**src/rtl/lser_pkg.sv**
```systemverilog
package lser_pkg;
  localparam int SLOT_N  = 7;
  localparam int LANE_N  = 4;
  localparam int COLOR_W = 8;
  localparam int CNT_W   = $clog2(SLOT_N);

  typedef enum logic [1:0] {
    MAP_18     = 2'd0,
    MAP_24_MSB = 2'd1,
    MAP_24_LSB = 2'd2,
    MAP_RSVD   = 2'd3
  } map_mode_e;

  typedef struct packed {
    logic [COLOR_W-1:0] r;
    logic [COLOR_W-1:0] g;
    logic [COLOR_W-1:0] b;
    logic               hs;
    logic               vs;
    logic               de;
  } pixel_t;

  typedef logic [SLOT_N-1:0] slot_word_t;
endpackage

```
**src/rtl/lser_slot_ctr.sv**
```systemverilog
module lser_slot_ctr
  import lser_pkg::*;
#(
  parameter logic [SLOT_N-1:0] CLK_PAT = 7'b1100011
) (
  input  logic             clk_i,
  input  logic             rst_ni,
  input  logic             tick_i,
  output logic [CNT_W-1:0] slot_o,
  output logic             load_o,
  output logic             clk_lane_o
);
  localparam logic [CNT_W-1:0] LAST = CNT_W'(SLOT_N - 1);

  logic [CNT_W-1:0] slot_q;

  always_ff @(posedge clk_i or negedge rst_ni) begin
    if (!rst_ni)             slot_q <= '0;
    else if (tick_i) begin
      if (slot_q == LAST)    slot_q <= '0;
      else                   slot_q <= slot_q + CNT_W'(1);
    end
  end

  assign load_o     = tick_i && (slot_q == LAST);
  assign clk_lane_o = CLK_PAT[slot_q];
  assign slot_o     = slot_q;
endmodule

```
**src/rtl/lser_map.sv**
```systemverilog
module lser_map
  import lser_pkg::*;
(
  input  pixel_t                      pix_i,
  input  logic [1:0]                  mode_i,
  input  logic                        mirror_i,
  output logic [LANE_N-1:0][SLOT_N-1:0] words_o
);
  logic [5:0] r6, g6, b6;
  logic [LANE_N-1:0][SLOT_N-1:0] nat;

  // bit index of each word = slot number
  always_comb begin
    if (map_mode_e'(mode_i) == MAP_24_LSB) begin
      r6 = pix_i.r[5:0];
      g6 = pix_i.g[5:0];
      b6 = pix_i.b[5:0];
    end else begin
      r6 = pix_i.r[7:2];
      g6 = pix_i.g[7:2];
      b6 = pix_i.b[7:2];
    end
    nat[0] = {r6[0], r6[1], r6[2], r6[3], r6[4], r6[5], g6[0]};
    nat[1] = {g6[1], g6[2], g6[3], g6[4], g6[5], b6[0], b6[1]};
    nat[2] = {b6[2], b6[3], b6[4], b6[5], pix_i.hs, pix_i.vs, pix_i.de};
    unique case (map_mode_e'(mode_i))
      MAP_24_MSB: nat[3] = {pix_i.r[0], pix_i.r[1], pix_i.g[0], pix_i.g[1],
                            pix_i.b[0], pix_i.b[1], 1'b0};
      MAP_24_LSB: nat[3] = {pix_i.r[6], pix_i.r[7], pix_i.g[6], pix_i.g[7],
                            pix_i.b[6], pix_i.b[7], 1'b0};
      default:    nat[3] = '0;
    endcase
  end

  for (genvar l = 0; l < LANE_N; l++) begin : g_lane
    for (genvar s = 0; s < SLOT_N; s++) begin : g_slot
      assign words_o[l][s] = mirror_i ? nat[l][SLOT_N-1-s] : nat[l][s];
    end
  end
endmodule

```
**src/rtl/lser_lane_reg.sv**
```systemverilog
module lser_lane_reg
  import lser_pkg::*;
(
  input  logic             clk_i,
  input  logic             rst_ni,
  input  logic             load_i,
  input  slot_word_t       word_i,
  input  logic [CNT_W-1:0] slot_i,
  output logic             bit_o
);
  slot_word_t word_q;

  always_ff @(posedge clk_i or negedge rst_ni) begin
    if (!rst_ni)     word_q <= '0;
    else if (load_i) word_q <= word_i;
  end

  assign bit_o = word_q[slot_i];
endmodule

```
**src/rtl/rgb_lane_ser.sv**
```systemverilog
module rgb_lane_ser
  import lser_pkg::*;
#(
  parameter logic [SLOT_N-1:0] CLK_PATTERN = 7'b1100011
) (
  input  logic               clk_i,
  input  logic               rst_ni,
  input  logic               ser_en_i,
  input  logic [COLOR_W-1:0] red_i,
  input  logic [COLOR_W-1:0] green_i,
  input  logic [COLOR_W-1:0] blue_i,
  input  logic               hsync_i,
  input  logic               vsync_i,
  input  logic               de_i,
  input  logic [1:0]         mode_i,
  input  logic               mirror_i,
  output logic               pix_take_o,
  output logic [LANE_N-1:0]  lane_o,
  output logic               clk_lane_o
);
  logic [CNT_W-1:0]              slot_q;
  logic                          load;
  pixel_t                        pix;
  logic [LANE_N-1:0][SLOT_N-1:0] words;

  assign pix = '{r: red_i, g: green_i, b: blue_i,
                 hs: hsync_i, vs: vsync_i, de: de_i};

  lser_slot_ctr #(.CLK_PAT(CLK_PATTERN)) i_slot_ctr (
    .clk_i      (clk_i),
    .rst_ni     (rst_ni),
    .tick_i     (ser_en_i),
    .slot_o     (slot_q),
    .load_o     (load),
    .clk_lane_o (clk_lane_o)
  );

  lser_map i_map (
    .pix_i    (pix),
    .mode_i   (mode_i),
    .mirror_i (mirror_i),
    .words_o  (words)
  );

  for (genvar l = 0; l < LANE_N; l++) begin : g_lane
    lser_lane_reg i_lane (
      .clk_i  (clk_i),
      .rst_ni (rst_ni),
      .load_i (load),
      .word_i (words[l]),
      .slot_i (slot_q),
      .bit_o  (lane_o[l])
    );
  end

  assign pix_take_o = load;
endmodule

```
**config.mk**
```make
export PLATFORM = sky130hd
export DESIGN_NAME = rgb_lane_ser
export DESIGN_NICKNAME = d
export VERILOG_FILES = /design/src/rtl/lser_pkg.sv /design/src/rtl/lser_slot_ctr.sv /design/src/rtl/lser_map.sv /design/src/rtl/lser_lane_reg.sv /design/src/rtl/rgb_lane_ser.sv
export SDC_FILE = /design/constraint.sdc
export NUM_CORES = 1
export LEC_CHECK = 0
export BUFFER_PORTS_ARGS = -buffer_cell sky130_fd_sc_hd__buf_2
export CORE_MARGIN = 10
export CORE_UTILIZATION = 59
export CTS_BUF_LIST = sky130_fd_sc_hd__clkbuf_16
export CTS_CLUSTER_DIAMETER = 30
export DETAILED_ROUTE_END_ITERATION = 7
export PLACE_DENSITY = 0.8
export SYNTH_ARGS = -nofsm -noshare
export SYNTH_HDL_FRONTEND = slang
export SYNTH_SLANG_ARGS = --single-unit
```
**constraint.sdc**
```tcl
create_clock -name clk_i -period 2.6 [get_ports clk_i]
set_clock_uncertainty 0.15 [all_clocks]
set_input_delay 0.13 -clock clk_i [delete_from_list [all_inputs] [get_ports clk_i]]
set_output_delay 0.13 -clock clk_i [all_outputs]
set_load 0.02 [all_outputs]
```
# ---- Yosys cells after proc, flatten, opt, wreduce, memory -nomap -nowiden
# Memory sizes are Yosys's and may differ from the RTL's.
# Index checks and enable logic that the tools add are counted.
dict set report op_classes {
  n_lt_le_gt_ge 1
  n_eq_ne 3
  n_reduce_logical 1
  n_mux 38
  add_sub_neg 1
}
# op count
set ops {}
lappend ops {{2-to-1 mux 1 bit} 29}
lappend ops {{2-to-1 mux 6 bit} 3}
lappend ops {{case mux 7 bit (2 select lines)} 1}
lappend ops {{binary-select mux 1 bit (select 3 bit)} 4}
lappend ops {{less-than comparator 3 x 4 -> 1 bit (second input constant)} 1}
lappend ops {{adder 3 x 1 -> 3 bit (second input constant)} 1}
lappend ops {{== test 3 bit (second input constant)} 1}
lappend ops {{2-to-1 mux 3 bit} 1}
lappend ops {{== test 2 x 1 -> 1 bit (second input constant)} 1}
lappend ops {{== test 2 bit (second input constant)} 1}
lappend ops {{logical AND 1 bit} 1}
dict set report totals {
  mem_bits_ro 8
  ff_bits 31
  out_inout_bits 6
  elab_cells 50
  memories 1
  inputBits 33
}
# memory depth width read_ports rd_ports_with_merged_regs wr line_no
set memory_table {}
lappend memory_table {{(no name shown)} 8 1 1 0 0 lser_slot_ctr.sv:26} ;# assign clk_lane_o = CLK_PAT[slot_q];

# ---- Logic depth before layout (Yosys ltp)
dict set report depth {
  depth_word 3
  mapped_depth 6
  depth_no_buf 5
}

# ---- Cells and area by module
# From an unflattened synthesis, not the netlist that was laid out.
dict set report unflattened {
  cells_unflattened 162
  area_unflattened_um2 2029.4
}
# mod seq_area_each_um2 n_inst cells_each area_each_um2
set modules_own_cells {}
lappend modules_own_cells {lser_lane_reg 175.2 4 20 314.1}
lappend modules_own_cells {lser_map 0.0 1 66 605.6}
lappend modules_own_cells {lser_slot_ctr 75.1 1 16 167.7}

# ---- Worst setup path before layout
# No wires, ideal clock.
dict set report synth_path {
  path_type {flip-flop to output port}
  from {register i_slot_ctr.slot_q[0], in the netlist i_slot_ctr.slot_o[0]}
  to {output port lane_o[0]}
  stages_incl_launch_ff 6
  t_arrival_ps 1317
  required_time_ps 2320
  setup_slack_ps 1003
  path_buffers 2
  path_cell_list {dfrtp_1 > buf_6 > mux4_2 > nand2_1 > o21ai_1 > buf_4}
}
dict set report synth_via {
  elab_chain_cells 2
}
# element line_no
set synth_lines {}
lappend synth_lines {{from (decl)} lser_slot_ctr.sv:15} ;# logic [CNT_W-1:0] slot_q;
lappend synth_lines {{from (signal assigned)} lser_slot_ctr.sv:21} ;# else slot_q <= slot_q + CNT_W'(1);
lappend synth_lines {{binary-select mux 1 bit (select 3 bit)} lser_lane_reg.sv:18} ;# assign bit_o = word_q[slot_i];
lappend synth_lines {{2-to-1 mux 1 bit (implied by the code)} lser_lane_reg.sv:18}
lappend synth_lines {{to (decl)} rgb_lane_ser.sv:18} ;# output logic [LANE_N-1:0] lane_o,
# Every way passes these cells. The select of a mux whose other input is x is not followed.

# ---- Final worst setup path
dict set report layout_path {
  from {register i_slot_ctr.slot_q[0], in the netlist i_slot_ctr.slot_o[0]}
  to {output port lane_o[1]}
}
# Same word-level chain as after synthesis.

==> results.yml <==
status:
  outcome: "finished, final reports clean"
synthesis:
  synth_seq_cells: 31
  syn_nets: 226
  ys_types: 28
  synth_area_um2: 2000
  yosysSeqAreaShare_pct: 38.7
  yosys_warnings: 0
  syn_area_per_cell_um2: 10.5
  synthCells: 190
global_routing:
  grt_use_total_pct: 15.9
  grt.overflow.total: 0
  antenna_found_initial: 0
  grt_pass1_vias: 1644
  grt_pass1_wl_um: 7930
  grt_max_degree: 32
power_and_ir_drop:
  ir_drop_mv: 0.377
  cellPowerDensity_nw_per_um2: 929
  p_leak_uw: 0.00114
critical_path:
  cp-startpoint: "i_slot_ctr.slot_o[0]$_DFFE_PN0P_"
  arrival_ns: 1.91
  worstPathRequired_ns: 2.32
  cp_num_buf_inv: 1
  worst_setup_path_end_kind: "primary output"
  cp_slowest_cell: "dfrtp_1"
  cp_top_family: "flip-flops"
  slowest_delay_ns: 0.67
  cp.depth: 4
  crit_fanout: 14
  r2r-start: "i_slot_ctr.slot_o[0]$_DFFE_PN0P_"
  cp-start-kind: "register"
  crit_path_cell_trace: "mux4_1, nand2_1, o21ai_0, buf_2"
  r2r_cells: 3
  critPathKind: "reg -> out"
min_path:
  hp-start: "blue_i[5]"
  hold_depth: 3
  hold_path.class: "in -> reg"
floorplanning:
  num_rows: 21
  pin_count: 39
  start_util_pct: 60.5
  design.core.area_um2: 3310
  die_h_um: 78.3
  die-area_um2: 6130
  die_w_um: 78.3
cells_and_area:
  num_antenna_cells: 0
  stdcell_count: 267
  nets: 257
  final_common_cell: "buf_2"
  multi_input_area_um2: 1080
  synthToLayoutAreaGrowth_pct: 14.1
  ff_latch_area_um2: 776
  fill_cells: 270
  drive_gt1_share_pct: 29.9
  mostFrequentLayoutCells: "buf_2, nand2_1, dfrtp_1, mux2i_1, o21ai_0"
sta:
  relSlewSlack_pct: 54.5
  period_minus_slack_ns: 2.19
  fin_crit_sh_pct: 84.3
  tightest_slew_ns: 0.682
  holdWs_ns: 0.0158
  finalWorstSetupSlack_ns: 0.409
  report.final.slew_viol_count: 0
  setup_viol: 0
  hold_violations: 0
  rsz0062_at_grt: "no"
  timing.fmax_mhz: 456
  setup_tns_ns: 0
cts:
  clk_pin_slew_ns: 0.05
  cts_tree: "yes"
  cts_buffer_depth: 2
  cts_resized: 0
  cts_buffers: 5
  h-tree-depth: 2
  clock_latency_ns: 0.27
  cts.sinks: 31
  cts_root_buf: "clkbuf_16"
placed_design:
  place_ws_ns: 0.702
  io_buffers: 38
  dp_hpwl_um: 3530
  gp_congestion: 0.801
  dp_cells: 259
detailed_routing:
  drt_pre_antenna_iters: 5
  drt_iter0_markers: 132
  antenna_left: 0
  via_per_inst: 5.88
  drc: 0
  dr_total_vias: 1570
  wirelength_um: 4710
  post_drt_wl_per_cell_um: 17.7
flow_run:
  drv_cap: 0
-- registers in the layout, summed over array words and instances, names as in the netlist --
name,cells
g_lane.i_lane.word_q,28
i_slot_ctr.slot_o,3
-- synthesized netlist by cell type --
cell type / number / area share (%)
nand4b_4: 1 / 1.2
mux2i_1: 27 / 13
mux2_4: 3 / 2.2
clkbuf_1: 2 / 0.37
mux4_1: 3 / 3.9
or2_2: 1 / 0.31
buf_2: 4 / 1.0
o31ai_1: 2 / 0.75
a22o_1: 5 / 2.2
buf_6: 4 / 2.2
inv_1: 3 / 0.56
a21o_1: 3 / 1.1
buf_4: 8 / 3.0
ha_1: 3 / 1.9
nand2_1: 31 / 5.8
dfrtp_1: 31 / 39
a2bb2oi_1: 4 / 1.7
nor2_1: 4 / 0.75
a21oi_1: 1 / 0.25
inv_4: 1 / 0.31
and2b_1: 1 / 0.37
o21ai_0: 24 / 6.0
mux2_2: 12 / 6.7
nor3_1: 1 / 0.25
mux4_2: 1 / 1.1
o21ai_1: 1 / 0.25
a22oi_1: 6 / 2.2
a211oi_1: 3 / 1.1
-- tightest hold or removal path: cells and delay by family --
| kind | cells | cell delay [ns] |
|---|---|---|
| AOI/OAI and AO/OA | 1 | 0.13 |
| muxes | 1 | 0.06 |
| buffers and inverters | 1 | 0.09 |
-- per-layer routing --
metal	GRT usage (%)	part of all wire, %	up-vias
met4	7.35	2.3	0
met1	18.7	44	757
met3	3.76	5.0	11
met2	26.8	49	52
li1	-	-	750
met5	0	0	-
-- worst paths after layout --
kind,end,slack (ns)
worst min-delay path,g_lane[2].i_lane.word_q[3]$_DFFE_PN0P_,0.02
worst max register to register,g_lane[3].i_lane.word_q[5]$_DFFE_PN0P_,0.71
worst min register to register,g_lane[1].i_lane.word_q[0]$_DFFE_PN0P_,0.33
min in group asynchronous,g_lane[0].i_lane.word_q[0]$_DFFE_PN0P_,0.29
worst max-delay path,lane_o[1],0.41
max in group asynchronous,g_lane[1].i_lane.word_q[3]$_DFFE_PN0P_,1.56
-- what timing repair did --
| item | CTS | global route |
|---|---|---|
| hold buffers | 1 | 0 |
| buffers inserted | 0 | 0 |
| endpoints found under the hold margin | 31 | 0 |
-- logic make-up after synthesis --
group,count (synthesis),synth area share [%]
adder cells (fa/ha/maj),3,1.87
multiplexers,46,27.5
flip-flops,31,38.7
buffers and inverters,22,7.50
AND/OR/NAND/NOR,39,8.68
AO/OA/AOI/OAI,49,15.7
-- through the flow --
| step | instance area [µm²] | total power, µW | util (%) |
|---|---|---|---|
| 3_5_place_dp | 2140 | 1580 | 64.7 |
| 2_1_floorplan | 2000 | 1440 | - |
| 4_1_cts | 2280 | 2130 | 69.0 |
| 3_3_place_gp | 2140 | 1550 | 64.7 |
| 5_1_grt | 2280 | 2250 | 69.0 |
| 6_report | 2280 | 2120 | 69.0 |
-- where the power goes --
group	switching, µW	internal [µW]	leakage (µW)
logic	383	370	0.000675
registers	149	681	0.000400
clock network	196	343	0.0000671
-- cell type report --
| class | count | area share, % |
|---|---|---|
| Tap cell | 46 | 2.52 |
| Clock buffer | 5 | 5.48 |
| Clock inverter | 2 | 0.383 |
| Sequential cell | 31 | 34.0 |
| Timing Repair Buffer | 42 | 9.75 |
| Inverter | 4 | 0.767 |
| Multi-Input combinational cell | 137 | 47.2 |
Note: power is estimated with default switching activity, not from simulation.
